==> src/rtl/dpe_pkg.sv <==
package dpe_pkg;

  // Steering strobes from control to datapath
  typedef struct packed {
    logic mirrorIn;   // feed the core with the bit-reversed request vector
    logic remapIdx;   // map the core index i back to (top - i)
  } dpeSteer_t;

endpackage

==> src/rtl/dpe_prio_core.sv <==
// Fixed-priority core: the highest-numbered set bit wins.
module dpe_prio_core #(
  parameter int REQ_W = 4,
  localparam int IDX_W = (REQ_W > 1) ? $clog2(REQ_W) : 1
) (
  input  logic [REQ_W-1:0] req,
  output logic [IDX_W-1:0] idx,
  output logic             hit
);

  always_comb begin
    idx = '0;
    for (int i = 0; i < REQ_W; i++) begin
      if (req[i]) idx = IDX_W'(i);
    end
  end

  assign hit = |req;

endmodule

==> src/rtl/dpe_ctrl.sv <==
// Control: turns the direction input into datapath strobes.
module dpe_ctrl
  import dpe_pkg::*;
(
  input  logic       lsbMode,
  output dpeSteer_t  steer
);

  always_comb begin
    steer          = '0;
    steer.mirrorIn = lsbMode;
    steer.remapIdx = lsbMode;
  end

endmodule

==> src/rtl/dpe_datapath.sv <==
// Datapath: optional mirror, fixed core, optional index remap, zero forcing.
module dpe_datapath
  import dpe_pkg::*;
#(
  parameter int REQ_W = 4,
  localparam int IDX_W = (REQ_W > 1) ? $clog2(REQ_W) : 1
) (
  input  logic [REQ_W-1:0] reqIn,
  input  dpeSteer_t        steer,
  output logic [IDX_W-1:0] idxOut,
  output logic             anyValid
);

  localparam logic [IDX_W-1:0] TOP_IDX = IDX_W'(REQ_W - 1);

  logic [REQ_W-1:0] reqRev;
  logic [REQ_W-1:0] coreReq;
  logic [IDX_W-1:0] coreIdx;
  logic             coreHit;
  logic [IDX_W-1:0] mappedIdx;

  for (genvar g = 0; g < REQ_W; g++) begin : g_rev
    assign reqRev[g] = reqIn[REQ_W-1-g];
  end

  assign coreReq = steer.mirrorIn ? reqRev : reqIn;

  dpe_prio_core #(.REQ_W(REQ_W)) u_core (
    .req (coreReq),
    .idx (coreIdx),
    .hit (coreHit)
  );

  assign mappedIdx = steer.remapIdx ? (TOP_IDX - coreIdx) : coreIdx;
  assign idxOut    = coreHit ? mappedIdx : '0;
  assign anyValid  = coreHit;

endmodule

==> src/rtl/dual_prio_enc.sv <==
// Thin top: control plus datapath.
module dual_prio_enc
  import dpe_pkg::*;
#(
  parameter int REQ_W = 4,
  localparam int IDX_W = (REQ_W > 1) ? $clog2(REQ_W) : 1
) (
  input  logic [REQ_W-1:0] reqIn,
  input  logic             lsbMode,
  output logic [IDX_W-1:0] idxOut,
  output logic             anyValid
);

  dpeSteer_t steer;

  dpe_ctrl u_ctrl (
    .lsbMode (lsbMode),
    .steer   (steer)
  );

  dpe_datapath #(.REQ_W(REQ_W)) u_dp (
    .reqIn    (reqIn),
    .steer    (steer),
    .idxOut   (idxOut),
    .anyValid (anyValid)
  );

endmodule

==> config.mk <==
export PLATFORM = sky130hd
export DESIGN_NAME = dual_prio_enc
export DESIGN_NICKNAME = d
export VERILOG_FILES = /design/src/rtl/dpe_pkg.sv /design/src/rtl/dpe_prio_core.sv /design/src/rtl/dpe_ctrl.sv /design/src/rtl/dpe_datapath.sv /design/src/rtl/dual_prio_enc.sv
export SDC_FILE = /design/constraint.sdc
export NUM_CORES = 1
export LEC_CHECK = 0
export ABC_AREA = 0
export BUFFER_PORTS_ARGS = -buffer_cell sky130_fd_sc_hd__buf_4
export CAP_MARGIN = 20
export CORE_AREA = 5 5 42 44
export DETAILED_ROUTE_END_ITERATION = 10
export DIE_AREA = 0 0 47 49
export GPL_ROUTABILITY_DRIVEN = 0
export PLACE_DENSITY = 0.3
export SLEW_MARGIN = 15
export SYNTH_ARGS = -nofsm -noshare
export SYNTH_HDL_FRONTEND = slang
export SYNTH_SLANG_ARGS = --single-unit
==> constraint.sdc <==
create_clock -name vclk -period 0.8
set_input_delay 0.16 -clock vclk [all_inputs]
set_output_delay 0.16 -clock vclk [all_outputs]
set_load 0.03 [all_outputs]
**Word-level counts from Yosys, hierarchy flattened**

Cells that the tools add are included.

- Word-level logic and storage cells: 8
- Output and inout port bits: 3
- Input bits: 5
- Register bits: 0

- $add $sub $neg: 1
- Multiplexer cells: 6
- Reductions and logical operators: 1

Operators with widths:

| kind | number |
|---|---|
| 2-bit 2-to-1 mux | 4 |
| 4-bit 2-to-1 mux | 1 |
| 4-bit OR reduction | 1 |
| 2-bit subtractor (first input constant) | 1 |
| 1-bit 2-to-1 mux | 1 |

**Depth between registers and ports, before layout**

- Depth in word-level cells: 7
- Gate-level depth with buffers: 3
- Mapped depth without buffers: 3

**Hierarchy**

Synthesis repeated with hierarchy kept, for this count alone.

- Cell total of the unflattened synthesis: 14
- Area, all modules: 113.9 um^2

By module, submodules not included:

| module | instances | area each (um^2) | sequential area each (um^2) | cells an instance |
|---|---|---|---|---|
| dpe_datapath | 1 | 75.1 | 0.0 | 8 |
| dpe_prio_core | 1 | 23.8 | 0.0 | 4 |
| dpe_ctrl | 1 | 15.0 | 0.0 | 2 |

**Worst setup path before layout**

No wires, ideal clock.

- Path type: in2out
- From: input port reqIn[3]
- To: output port anyValid
- Path slack: -0.206 ns
- Path buffers: 0
- Arrival time: 0.846 ns
- Stages on the path: 1
- Data required time: 0.640 ns
- Cell sequence: or4_1

- Word-level cells in the longest chain between the ends: 2

Ends and longest elaborated chain:

| item | line | text |
|---|---|---|
| from (decl) | dual_prio_enc.sv:8 | `input logic [REQ_W-1:0] reqIn,` |
| 4-bit 2-to-1 mux | dpe_datapath.sv:26 | `assign coreReq = steer.mirrorIn ? reqRev : reqIn;` |
| 4-bit OR reduction | dpe_prio_core.sv:18 | `assign hit = \|req;` |
| to (decl) | dual_prio_enc.sv:11 | `output logic anyValid` |

Every way passes these cells.

**Worst setup path after layout**

- From: input port reqIn[2]
- To: output port anyValid

The elaborated chain is that of the path after synthesis.

==> reports/metrics.csv <==
metric;value;unit
mux share of post-synthesis cell area;0;
post-route antenna net violation count;0;
initial core utilization;0.0339;
status;complete, but fails checks;
Power Dens Cells;614;mW/mm2
minimum clock period;1090;ps
Layout area overhead;295;%
Mean Syn Cell Area;5.94;um2
Hold Violations, Final;0;
max-slew violations;0;
crit-path most repeated cell;buf_6;
FF+latch count;0;
LEAKAGE;0.0827;nW
initial antenna violation count;0;
Critical Path Source Type;input port;
IO Pins;8;
FP Rows;14;
Tot Pwr;115;uW
WL final;317;um
Util after Layout;0.134;
setup TNS;-516;ps
ant diodes;0;
met3 routed wirelength;32;um
setup repair after global routing missed its margin;yes;
post-synthesis simple-gate area fraction;0.158;
hold crit path type;in -> out;
WS Path Type;in -> out;
Least-Margin Pin Slew;93.4;ps
final worst-path cycle share;1.36;
Synth area leader;a21oi_1;
most frequent cells in the layout;buf_6, buf_4, a21oi_2;
setup slack after layout;-290;ps
largest family of logic cells by synthesized area;compound AO/OA/AOI/OAI gates;
Setup WS pre-CTS;-335;ps
die width;47;um
failing checks;negative setup slack;
# DRC;0;
layout cell share with drive strength beyond 1;0.895;
WHS Path Cells;3;
CORE AREA;0.00140;mm2
xor-xnor portion of the synthesized cell area;0;
WL/cell;9.06;um
relative slew slack;0.938;
first-pass GRT wire length;545;um
design area;188;um2
Critical Path End Type;output pin;
share of the synthesized area in the top cell type;0.211;
via count;110;
critical path fanouts, max;2;
GR Overflow Total;0;
Synth area leaders;a21oi_1, o22a_2, inv_1, o21a_1, or4_1;
crit-path cells;buf_6, or4_4, buf_6;
height of the die;49;um
Synth Area in Compound Gates;0.684;
syn_nets;13;
CLK BUF;0;
Fillers;176;
wire length on met2;127;um
Adder-Cell Fraction of Synth Area;0;
Top Metal Used;met3;
Final setup viols;3;
Post-DP Area;154;um2
Sequential Area;0;um2
Synth Instances;8;
Ys Warns;0;
DR pass1 iterations;1;
vias per inst;3.14;
vias in the first global route;124;
GRT Util Overall;0.0295;
fmax;917;MHz
PortBufs;8;
Unique masters post-synth;6;
die area;0.00230;mm2
1st-iter DRT viols;0;
sequential element share of the synthesized area;0;
DRT met1 WL;157;um
peak supply drop;0.192;mV
commonest non-fill, non-tap cell in the layout;buf_6;
CP arrival;930;ps
Max stage delay on crit path;520;ps
synthesized area;47.5;um2
worst endpoint required time;640;ps
final net count;26;
number of max-cap violations;0;
largest net degree at the start of global routing;4;
Worst path slowest cell;or4_4;
cell usage after synthesis:
cell type	count
a21oi_1	2
o21a_1	1
inv_1	2
o22a_2	1
or4_1	1
o21ai_0	1
through the flow:
stage | std cells | hold slack, ps
after floorplan | 8 | 463
after global placement | 35 | 649
after detailed placement | 35 | 656
after CTS | 35 | 624
after global routing | 35 | 633
final | 35 | 620
final cells by class:
type | count | area [um2] | share of cell area
Tap cell | 16 | 20.0 | 0.107
Timing Repair Buffer | 11 | 105 | 0.560
Inverter | 2 | 7.51 | 0.0400
Multi-Input combinational cell | 6 | 55.1 | 0.293
where the power goes:
part,internal [mW],leakage (nW),switching (mW)
Clock,0,0,0
Combinational,0.0626,0.0827,0.0527
Sequential,0,0,0
logic make-up (layout without fill, tap and decap cells):
family / after synthesis / in the layout
AO/OA/AOI/OAI: 5 / 5
buffers and inverters: 2 / 13
AND/OR/NAND/NOR: 1 / 1
worst max-delay path: cells and delay by family:
kind	cells	cell delay [ps]
and+or+nand+nor	1	520
buffers and inverters	2	240
final timing paths:
kind,slack [ps],from,to
setup / recovery,-290,reqIn[2],anyValid
hold / removal,620,reqIn[2],anyValid
routing by layer:
layer,vias up,track usage
met3,0,0.00738
met5,-,0
met4,0,0
met2,8,0.0452
li1,53,-
met1,49,0.0435
repair_timing:
action | in CTS | in global routing
cloned | 0 | 0
buffers inserted | 0 | 0
endpoints found under the setup margin | 3 | 3
pin swaps | 5 | 1
gates resized for setup | 11 | 0
hold buffers | 0 | 0
Power figures use the tool's default switching activity.
